--- src/rtl/bw_sram_pkg.sv ---
package bw_sram_pkg;
  typedef enum logic [1:0] {
    OP_IDLE  = 2'd0,
    OP_READ  = 2'd1,
    OP_WRITE = 2'd2
  } op_e;
endpackage

--- src/rtl/bw_wr_decode.sv ---
module bw_wr_decode
  import bw_sram_pkg::*;
#(
  parameter int LANES = 4
) (
  input  logic             en_ni,
  input  logic             all_wr_ni,
  input  logic             byte_wr_ni,
  input  logic [LANES-1:0] lane_wr_ni,
  output op_e              op_o,
  output logic [LANES-1:0] mask_o
);
  always_comb begin
    op_o   = OP_IDLE;
    mask_o = '0;
    if (!en_ni) begin
      if (!all_wr_ni) begin
        op_o   = OP_WRITE;
        mask_o = '1;
      end else if (!byte_wr_ni && (~lane_wr_ni != '0)) begin
        op_o   = OP_WRITE;
        mask_o = ~lane_wr_ni;
      end else begin
        op_o = OP_READ;
      end
    end
  end
endmodule

--- src/rtl/bw_sram_array.sv ---
module bw_sram_array #(
  parameter int ADDR_W = 4,
  parameter int LANES  = 4,
  parameter int LANE_W = 8
) (
  input  logic                    clk_i,
  input  logic                    rst_ni,
  input  logic                    we_i,
  input  logic [ADDR_W-1:0]       waddr_i,
  input  logic [LANES-1:0]        wmask_i,
  input  logic [LANES*LANE_W-1:0] wdata_i,
  input  logic [ADDR_W-1:0]       raddr_i,
  output logic [LANES*LANE_W-1:0] rdata_o
);
  localparam int DEPTH  = 1 << ADDR_W;
  localparam int DATA_W = LANES * LANE_W;

  logic [DATA_W-1:0] mem_q [DEPTH];

  for (genvar g = 0; g < LANES; g++) begin : g_lane
    always_ff @(posedge clk_i or negedge rst_ni) begin
      if (!rst_ni) begin
        for (int w = 0; w < DEPTH; w++) mem_q[w][g*LANE_W +: LANE_W] <= '0;
      end else if (we_i && wmask_i[g]) begin
        mem_q[waddr_i][g*LANE_W +: LANE_W] <= wdata_i[g*LANE_W +: LANE_W];
      end
    end

    assert_commit_R9: assert property (@(posedge clk_i) disable iff (!rst_ni)
      (we_i && wmask_i[g]) |=>
        mem_q[$past(waddr_i)][g*LANE_W +: LANE_W] == $past(wdata_i[g*LANE_W +: LANE_W]));
  end

  assign rdata_o = mem_q[raddr_i];
endmodule

--- src/rtl/bw_fwd_merge.sv ---
module bw_fwd_merge #(
  parameter int ADDR_W = 4,
  parameter int LANES  = 4,
  parameter int LANE_W = 8
) (
  input  logic [ADDR_W-1:0]       rd_addr_i,
  input  logic [LANES*LANE_W-1:0] arr_data_i,
  input  logic                    hold_vld_i,
  input  logic [ADDR_W-1:0]       hold_addr_i,
  input  logic [LANES-1:0]        hold_mask_i,
  input  logic [LANES*LANE_W-1:0] hold_data_i,
  output logic [LANES*LANE_W-1:0] data_o
);
  logic hit;
  assign hit = hold_vld_i && (hold_addr_i == rd_addr_i);

  for (genvar g = 0; g < LANES; g++) begin : g_lane
    assign data_o[g*LANE_W +: LANE_W] = (hit && hold_mask_i[g]) ?
        hold_data_i[g*LANE_W +: LANE_W] : arr_data_i[g*LANE_W +: LANE_W];
  end
endmodule

--- src/rtl/bw_sram_core.sv ---
module bw_sram_core
  import bw_sram_pkg::*;
#(
  parameter int ADDR_W = 4,
  parameter int LANES  = 4,
  parameter int LANE_W = 8
) (
  input  logic                    clk_i,
  input  logic                    rst_ni,
  input  logic                    en_ni,
  input  logic [ADDR_W-1:0]       addr_i,
  input  logic                    all_wr_ni,
  input  logic                    byte_wr_ni,
  input  logic [LANES-1:0]        lane_wr_ni,
  input  logic                    oe_ni,
  input  logic [LANES*LANE_W-1:0] wdata_i,
  output logic [LANES*LANE_W-1:0] rdata_o,
  output logic                    rdata_vld_o
);
  localparam int DATA_W = LANES * LANE_W;

  op_e               op;
  logic [LANES-1:0]  op_mask;

  logic              rd_vld_q;
  logic [ADDR_W-1:0] rd_addr_q;
  logic              cmd_wr_q;
  logic [ADDR_W-1:0] cmd_addr_q;
  logic [LANES-1:0]  cmd_mask_q;
  logic              hold_vld_q;
  logic [ADDR_W-1:0] hold_addr_q;
  logic [LANES-1:0]  hold_mask_q;
  logic [DATA_W-1:0] hold_data_q;
  logic [DATA_W-1:0] arr_rdata;
  logic [DATA_W-1:0] merged;

  bw_wr_decode #(.LANES(LANES)) u_dec (
    .en_ni      (en_ni),
    .all_wr_ni  (all_wr_ni),
    .byte_wr_ni (byte_wr_ni),
    .lane_wr_ni (lane_wr_ni),
    .op_o       (op),
    .mask_o     (op_mask)
  );

  // command stage
  always_ff @(posedge clk_i or negedge rst_ni) begin
    if (!rst_ni) begin
      rd_vld_q   <= 1'b0;
      rd_addr_q  <= '0;
      cmd_wr_q   <= 1'b0;
      cmd_addr_q <= '0;
      cmd_mask_q <= '0;
    end else begin
      rd_vld_q <= (op == OP_READ);
      cmd_wr_q <= (op == OP_WRITE);
      if (op == OP_READ)  rd_addr_q <= addr_i;
      if (op == OP_WRITE) begin
        cmd_addr_q <= addr_i;
        cmd_mask_q <= op_mask;
      end
    end
  end

  // late data capture; commits on the next edge regardless of new commands
  always_ff @(posedge clk_i or negedge rst_ni) begin
    if (!rst_ni) begin
      hold_vld_q  <= 1'b0;
      hold_addr_q <= '0;
      hold_mask_q <= '0;
      hold_data_q <= '0;
    end else begin
      hold_vld_q <= cmd_wr_q;
      if (cmd_wr_q) begin
        hold_addr_q <= cmd_addr_q;
        hold_mask_q <= cmd_mask_q;
        hold_data_q <= wdata_i;
      end
    end
  end

  bw_sram_array #(.ADDR_W(ADDR_W), .LANES(LANES), .LANE_W(LANE_W)) u_arr (
    .clk_i   (clk_i),
    .rst_ni  (rst_ni),
    .we_i    (hold_vld_q),
    .waddr_i (hold_addr_q),
    .wmask_i (hold_mask_q),
    .wdata_i (hold_data_q),
    .raddr_i (rd_addr_q),
    .rdata_o (arr_rdata)
  );

  bw_fwd_merge #(.ADDR_W(ADDR_W), .LANES(LANES), .LANE_W(LANE_W)) u_fwd (
    .rd_addr_i   (rd_addr_q),
    .arr_data_i  (arr_rdata),
    .hold_vld_i  (hold_vld_q),
    .hold_addr_i (hold_addr_q),
    .hold_mask_i (hold_mask_q),
    .hold_data_i (hold_data_q),
    .data_o      (merged)
  );

  assign rdata_vld_o = rd_vld_q && !oe_ni;
  assign rdata_o     = rdata_vld_o ? merged : '0;

  assert_all_lanes_R1: assert property (@(posedge clk_i) disable iff (!rst_ni)
    ($past(rst_ni) && $past(!en_ni && !all_wr_ni)) |->
      (cmd_wr_q && cmd_mask_q == '1 && !rd_vld_q));

  assert_read_only_R2: assert property (@(posedge clk_i) disable iff (!rst_ni)
    ($past(rst_ni) && $past(!en_ni && all_wr_ni && byte_wr_ni)) |->
      (rd_vld_q && !cmd_wr_q));

  assert_capture_R4: assert property (@(posedge clk_i) disable iff (!rst_ni)
    cmd_wr_q |=> (hold_vld_q && hold_addr_q == $past(cmd_addr_q)
                  && hold_mask_q == $past(cmd_mask_q)));

  assert_idle_R8: assert property (@(posedge clk_i) disable iff (!rst_ni)
    ($past(rst_ni) && $past(en_ni)) |-> (!rd_vld_q && !cmd_wr_q));
endmodule

--- config.mk ---
export PLATFORM = sky130hd
export DESIGN_NAME = bw_sram_core
export DESIGN_NICKNAME = d
export VERILOG_FILES = /design/src/rtl/bw_sram_pkg.sv /design/src/rtl/bw_wr_decode.sv /design/src/rtl/bw_sram_array.sv /design/src/rtl/bw_fwd_merge.sv /design/src/rtl/bw_sram_core.sv
export SDC_FILE = /design/constraint.sdc
export NUM_CORES = 1
export LEC_CHECK = 0
export BUFFER_PORTS_ARGS = -buffer_cell sky130_fd_sc_hd__clkbuf_2
export CAP_MARGIN = 20
export CORE_MARGIN = 1
export CORE_UTILIZATION = 50
export DETAILED_ROUTE_END_ITERATION = 16
export PLACE_DENSITY = 0.76
export REMOVE_ABC_BUFFERS = 1
export SYNTH_ARGS = -nofsm -noshare
export SYNTH_HDL_FRONTEND = slang
export SYNTH_HIERARCHICAL = 1
export SYNTH_SLANG_ARGS = --single-unit
export TNS_END_PERCENT = 100
--- constraint.sdc ---
create_clock -name clk_i -period 2.8 [get_ports clk_i]
set_clock_uncertainty 0.05 [all_clocks]
set_input_delay 0.14 -clock clk_i [delete_from_list [all_inputs] [get_ports clk_i]]
set_output_delay 0.14 -clock clk_i [all_outputs]
set_load 0.02 [all_outputs]
==> run_results.csv, run 1 <==
group,metric,value,unit
global_route,grt_use_total,0.176,
routing,routedWlPerCell,13.0,µm
clocking,cts_buffer_depth,2,
timing,final-setup-viol-count,0,
timing,fin_crit_sh,0.832,
die,io_pins,79,
timing,worst_slack,471,ps
logic_synthesis,syn_area,3050,µm²
die,die_h,80.1,µm
die,die-area,6410,µm²
flow_run,drv_cap,0,
setup_path,cp-start-kind,"register",
power,power_frac_comb,0.181,
timing,holdWs,12.9,ps
die,fp-row-count,28,
die,die_x,80.1,µm
power,power_frac_seq,0.535,
routing,highest_layer,"met4",
routing,wl_met3,234,µm
layout,final_common_cell,"mux2_2",
clocking,cts_made_buffers,5,
timing,worst_pin_slew,921,ps
routing,drt_iter0_drc,72,
timing,timing.final.hold_violations,0,
power,finalPower,0.00191,W
placed_design,gp_congestion,0.713,
power,p_leak,1.75,nW
global_route,grt_pass1_wl,8670,µm
placed_design,placed_area,3380,µm²
power,p_switching,0.000481,W
logic_synthesis,synth-compound-area-share,0.0259,
timing,max_freq,429,MHz
setup_path,r2r_slack,1210,ps
layout,multi_input_area,1470,µm²
global_route,grt_overflow_total,0,
power,clkPwrFrac,0.284,
routing,vias,1882,
layout,fillers,512,
global_route,antenna_found_initial,0,
worst_hold_path,hold_path.class,"primary input to register",
layout,stdcell_area,3520,µm²
logic_synthesis,synthTopCellsByArea,"dfrtp_1 45%, mux2_2 31%, buf_4 8.9%",
layout,seqCellArea,1380,µm²
clocking,clkTransAtPathRegs,100,ps
global_route,grt_max_degree,42,
timing,timing.setup.tns,0,ps
clocking,htree_levels,2,
routing,remaining_drc_errors,0,
power,intPower,0.00143,W
timing,slew_violations,0,
logic_synthesis,synth_fa_ha_area_frac,0,
die,core_area,5890,µm²
logic_synthesis,yosysSeqAreaShare,0.452,
routing,first_pass_iters,3,
setup_path,slowest_delay,370,ps
logic_synthesis,synth_top_area_share,0.452,
placed_design,io_buffers,78,
placed_design,pre_cts_ws,782,ps
placed_design,hpwl,3800,µm
logic_synthesis,synth.avg_cell_area,12.6,µm²
routing,wl_met1,2340,µm
setup_path,end_kind,"output pin",
clocking,clock_sinks,55,
die,initial_core_util,0.518,
layout,antenna_cells,0,
logic_synthesis,yosysUniqueCellTypes,22,
run_status,status,"completed",
power,pwr_density_cell,543,nW/µm²
setup_path,arrival,2140,ps
logic_synthesis,netlist_instances,241,
logic_synthesis,synthSimpleGateAreaFrac,0.104,
routing,final_antenna_net_count,0,
logic_synthesis,synthXorXnorAreaFrac,0.00287,
power,irDropWorstVdd,0.000273,V
setup_path,slowest_stage,"dfrtp_1",
global_route,grt_pass1_vias,1966,
timing,rsz0062_at_grt,"false",
logic_synthesis,synthMuxAreaShare,0.310,
setup_path,crit_type,"register to output pin",
logic_synthesis,synth_top_area_cell,"dfrtp_1",
layout,drive_gt1_frac,0.571,
timing,fin_crit,2330,ps
routing,vias_per_cell,4.72,
clocking,cts-root-buf,"clkbuf_8",
layout,syn_to_final_growth,15.6,%
routing,routed_wl,5180,µm
routing,dr_wl_met2,2560,µm
clocking,clock_latency,300,ps
setup_path,crit_chain,"inv_1, a222oi_1, buf_4, nand4_2, mux2_2, and2_1, clkbuf_2",
logic_synthesis,synth-seq-cells,55,
layout,final_nets,369,
power,switching_share,0.251,
timing,slew_headroom,0.386,
logic_synthesis,synth_top_family_by_area,"multiplexers",
clocking,cts_tree,"built",
layout,final_cell_mix,"84 x mux2_2, 78 x clkbuf_2, 54 x dfrtp_1, 32 x and2_1, 32 x conb_1",
setup_path,critPathMaxFanout,8,
setup_path,cp.required,2610,ps
logic_synthesis,yosysWarnings,1542,
-- cell type report --
| cell class | count | area share |
|---|---|---|
| clock inverter | 2 | 0.00995 |
| multi-input combinational | 171 | 0.417 |
| sequential | 55 | 0.391 |
| tap | 75 | 0.0266 |
| inverter | 6 | 0.00639 |
| timing repair buffer | 84 | 0.125 |
| clock buffer | 6 | 0.0234 |
-- power groups by stage --
stage	Combinational, W	Clock, W	Sequential [W]
floorplan	0.000251	0	0.00101
global placement	0.000336	0	0.00103
detailed placement	0.000349	0	0.00104
CTS	0.000353	0.000563	0.00103
global route	0.000382	0.000594	0.00105
finish	0.000347	0.000544	0.00102
-- sequential cells by signal, summed over array words and instances, names as in the netlist --
register / cells
hold_data_q: 32
cmd_addr_q: 4
cmd_mask_q: 4
hold_addr_q: 4
hold_mask_q: 4
rd_addr_q: 4
cmd_wr_q: 1
hold_vld_q: 1
rd_vld_q: 1
-- worst paths after layout --
kind | startpoint | endpoint | depth (start not counted)
hold reg to reg | cmd_addr_q[0]$_DFFE_PN0N_ | cmd_addr_q[0]$_DFFE_PN0N_ | 1
min in group asynchronous | rst_ni | hold_data_q[10]$_DFFE_PN0P_ | 2
setup reg to reg | cmd_wr_q$_DFF_PN0_ | hold_data_q[26]$_DFFE_PN0P_ | 1
max in group asynchronous | rst_ni | hold_mask_q[3]$_DFFE_PN0P_ | 3
hold / removal | wdata_i[30] | hold_data_q[30]$_DFFE_PN0P_ | 2
setup / recovery | hold_addr_q[0]$_DFFE_PN0P_ | rdata_o[29] | 7
-- timing repair --
action,4_1_cts,5_1_grt
hold buffers,2,0
hold endpoints to repair,56,0
resized for setup,0,0
setup endpoints to repair,0,0
setup buffers,0,0
-- cell usage after synthesis --
library cell,n
buf_6,1
nor2b_2,1
nand4_2,4
o21a_1,4
nand2b_1,1
mux2_2,84
a41oi_2,1
xnor2_1,1
nor2_1,4
o21ba_1,1
buf_2,1
buf_4,36
nor3_1,1
inv_1,6
and2_1,32
nand2b_4,1
or2b_2,2
dfrtp_1,55
clkbuf_1,2
a222oi_1,1
o2111a_2,1
conb_1,1
-- cells by family after synthesis --
group,after synthesis
AND/OR/NAND/NOR,46
buffers and inverters,46
other,1
XOR/XNOR,1
AO/OA/AOI/OAI,8
flip-flops,55
multiplexers,84
-- critical path: cells and delay by family (launching register included) --
| kind | cells | cell delay (ps) |
|---|---|---|
| buffers and inverters | 3 | 410 |
| multiplexers | 1 | 330 |
| flip-flops | 1 | 370 |
| AND/OR/NAND/NOR | 2 | 400 |
| AO/OA/AOI/OAI | 1 | 330 |
-- per-layer routing --
| layer | vias up | global-route usage |
|---|---|---|
| met3 | 7 | 0.0318 |
| met1 | 902 | 0.211 |
| met2 | 49 | 0.321 |
| met5 | - | 0 |
| li1 | 924 | - |
| met4 | 0 | 0.0536 |
-- per-stage QoR --
step / util / std cells
3_3_place_gp: 0.575 / 389
5_1_grt: 0.598 / 399
3_5_place_dp: 0.575 / 389
6_report: 0.598 / 399
4_1_cts: 0.598 / 399
2_1_floorplan: - / 232
No activity file was read; power rests on OpenSTA's default activity.
==> inputs of run 2 (changes only) <==
==> constraint.sdc (replaced) <==
create_clock -name clk_i -period 2.4 [get_ports clk_i]
set_clock_uncertainty 0.05 [all_clocks]
set_input_delay 0.12 -clock clk_i [delete_from_list [all_inputs] [get_ports clk_i]]
set_output_delay 0.12 -clock clk_i [all_outputs]
set_load 0.02 [all_outputs]
==> run 2 against run 1 <==
Combinational power rose by 33%; non-clock buffer count up 28; power increased by 19%; final area increased by 8.7%; critical path type unchanged; critical path depth unchanged; flip-flop and latch count is the same; worst hold slack worse by 2.8 ps.
==> run_results.csv, run 2 (same netlist as run 1, synthesis figures left out) <==
group,metric,value,unit
die,die_x,80.1,µm
placed_design,gp_congestion,0.707,
layout,final_common_cell,"mux2_2",
setup_path,cpLargestDelayFamily,"buffers and inverters",
layout,syn_to_final_growth,25.6,%
flow_run,drv_cap,0,
global_route,grt_use_total,0.186,
routing,routedWlPerCell,13.0,µm
die,initial_core_util,0.518,
timing,worst_pin_slew,768,ps
layout,final_nets,397,
setup_path,crit_type,"register to output pin",
timing,final-setup-viol-count,0,
timing,max_freq,429,MHz
timing,fin_crit,2330,ps
power,finalPower,0.00227,W
clocking,cts_made_buffers,5,
global_route,antenna_found_initial,0,
global_route,grt_max_degree,30,
routing,remaining_drc_errors,0,
timing,timing.final.hold_violations,0,
clocking,clock_sinks,55,
clocking,clkTransAtPathRegs,90,ps
setup_path,slowest_delay,370,ps
global_route,grt_overflow_total,0,
setup_path,end_kind,"output pin",
timing,holdWs,10.0,ps
layout,fin_cells,427,
layout,largest_reg_flops,32,
die,io_pins,79,
layout,antenna_cells,0,
routing,first_pass_iters,4,
routing,routed_wl,5540,µm
setup_path,arrival,2160,ps
die,core_area,5890,µm²
setup_path,crit_chain,"inv_1, a222oi_1, buf_4, nand4_2, mux2_2, and2_1, clkbuf_2",
worst_hold_path,hold_path.class,"primary input to register",
power,pwr_density_cell,593,nW/µm²
power,p_leak,1.87,nW
die,die_h,80.1,µm
layout,seqCellArea,1380,µm²
routing,final_antenna_net_count,0,
clocking,cts-root-buf,"clkbuf_8",
layout,final_cell_mix,"84 x mux2_2, 78 x clkbuf_2, 54 x dfrtp_1, 32 x and2_1, 32 x conb_1",
timing,rsz0062_at_grt,"true",
layout,fillers,475,
routing,vias,2012,
timing,slew_violations,0,
timing,worst_slack,70.1,ps
setup_path,cp-start-kind,"register",
timing,fin_crit_sh,0.971,
power,irDropWorstVdd,0.000372,V
layout,drive_gt1_frac,0.526,
setup_path,cp.buffers_inverters,3,
run_status,status,"completed",
placed_design,pre_cts_ws,404,ps
layout,max_flop_register,"hold_data_q",
clocking,cts_tree,"built",
timing,slew_headroom,0.488,
routing,vias_per_cell,4.71,
setup_path,cp.required,2230,ps
setup_path,slowest_stage,"dfrtp_1",
clocking,cts_setup_buffers,0,
clocking,htree_levels,2,
placed_design,io_buffers,78,
setup_path,critPathMaxFanout,8,
layout,multi_input_area,1470,µm²
clocking,cts_buffer_depth,2,
die,die-area,6410,µm²
placed_design,dp.cells,389,
placed_design,hpwl,3870,µm
die,fp-row-count,28,
clocking,clock_latency,300,ps
global_route,grt_pass1_vias,2045,
global_route,grt_pass1_wl,9010,µm
routing,drt_iter0_drc,42,
==> run 2: per-layer routing <==
layer / share of wire / wire length [µm] / GRT usage / up-vias
li1: - / - / - / 985
met2: 0.54 / 2980 / 0.368 / 49
met4: 0.0087 / 48 / 0.0429 / 0
met5: 0 / 0 / 0 / -
met3: 0.038 / 213 / 0.0341 / 6
met1: 0.41 / 2290 / 0.201 / 972
==> run 2: worst reg2reg max path, delay by kind of cell, from the launching register on <==
family / cells / cell delay, ps
flops: 1 / 660
buf+inv: 1 / 250
mux: 1 / 360
==> run 2: repair_timing <==
action | 4_1_cts | 5_1_grt
resized for setup | 0 | 0
hold buffers | 26 | 4
endpoints found under the hold margin | 53 | 4
setup endpoints to repair | 0 | 30
==> run 2: worst paths after layout <==
path                                                  from                          end  slack, ps  cells after the start
worst max register to register          cmd_wr_q$_DFF_PN0_  hold_data_q[26]$_DFFE_PN0P_        960                      2
worst min register to register   cmd_addr_q[0]$_DFFE_PN0N_    cmd_addr_q[0]$_DFFE_PN0N_        460                      1
max in group asynchronous                           rst_ni           cmd_wr_q$_DFF_PN0_       1320                      3
worst max-delay path            hold_addr_q[0]$_DFFE_PN0P_                  rdata_o[16]         70                      7
worst min-delay path                           wdata_i[15]  hold_data_q[15]$_DFFE_PN0P_         10                      2
min in group asynchronous                           rst_ni  hold_data_q[15]$_DFFE_PN0P_        370                      2
==> run 2: metrics by stage <==
step	util	instance area, µm²	TNS (ps)
2_1_floorplan	-	2870	0
3_5_place_dp	0.579	3410	0
6_report	0.650	3830	0
4_1_cts	0.643	3790	0
3_3_place_gp	0.579	3410	0
5_1_grt	0.650	3830	-1120
==> run 2: cell type report <==
class,instances,share of cell area
multi-input combinational,171,0.384
tap,75,0.0245
timing repair buffer,112,0.195
inverter,6,0.00588
clock inverter,2,0.00915
clock buffer,6,0.0216
sequential,55,0.360
==> run 2: report_power, final <==
group | leakage (nW) | internal [W] | switching (W)
sequential | 0.655 | 0.00109 | 0.0000966
combinational | 1.16 | 0.000280 | 0.000179
clock | 0.0612 | 0.000338 | 0.000289
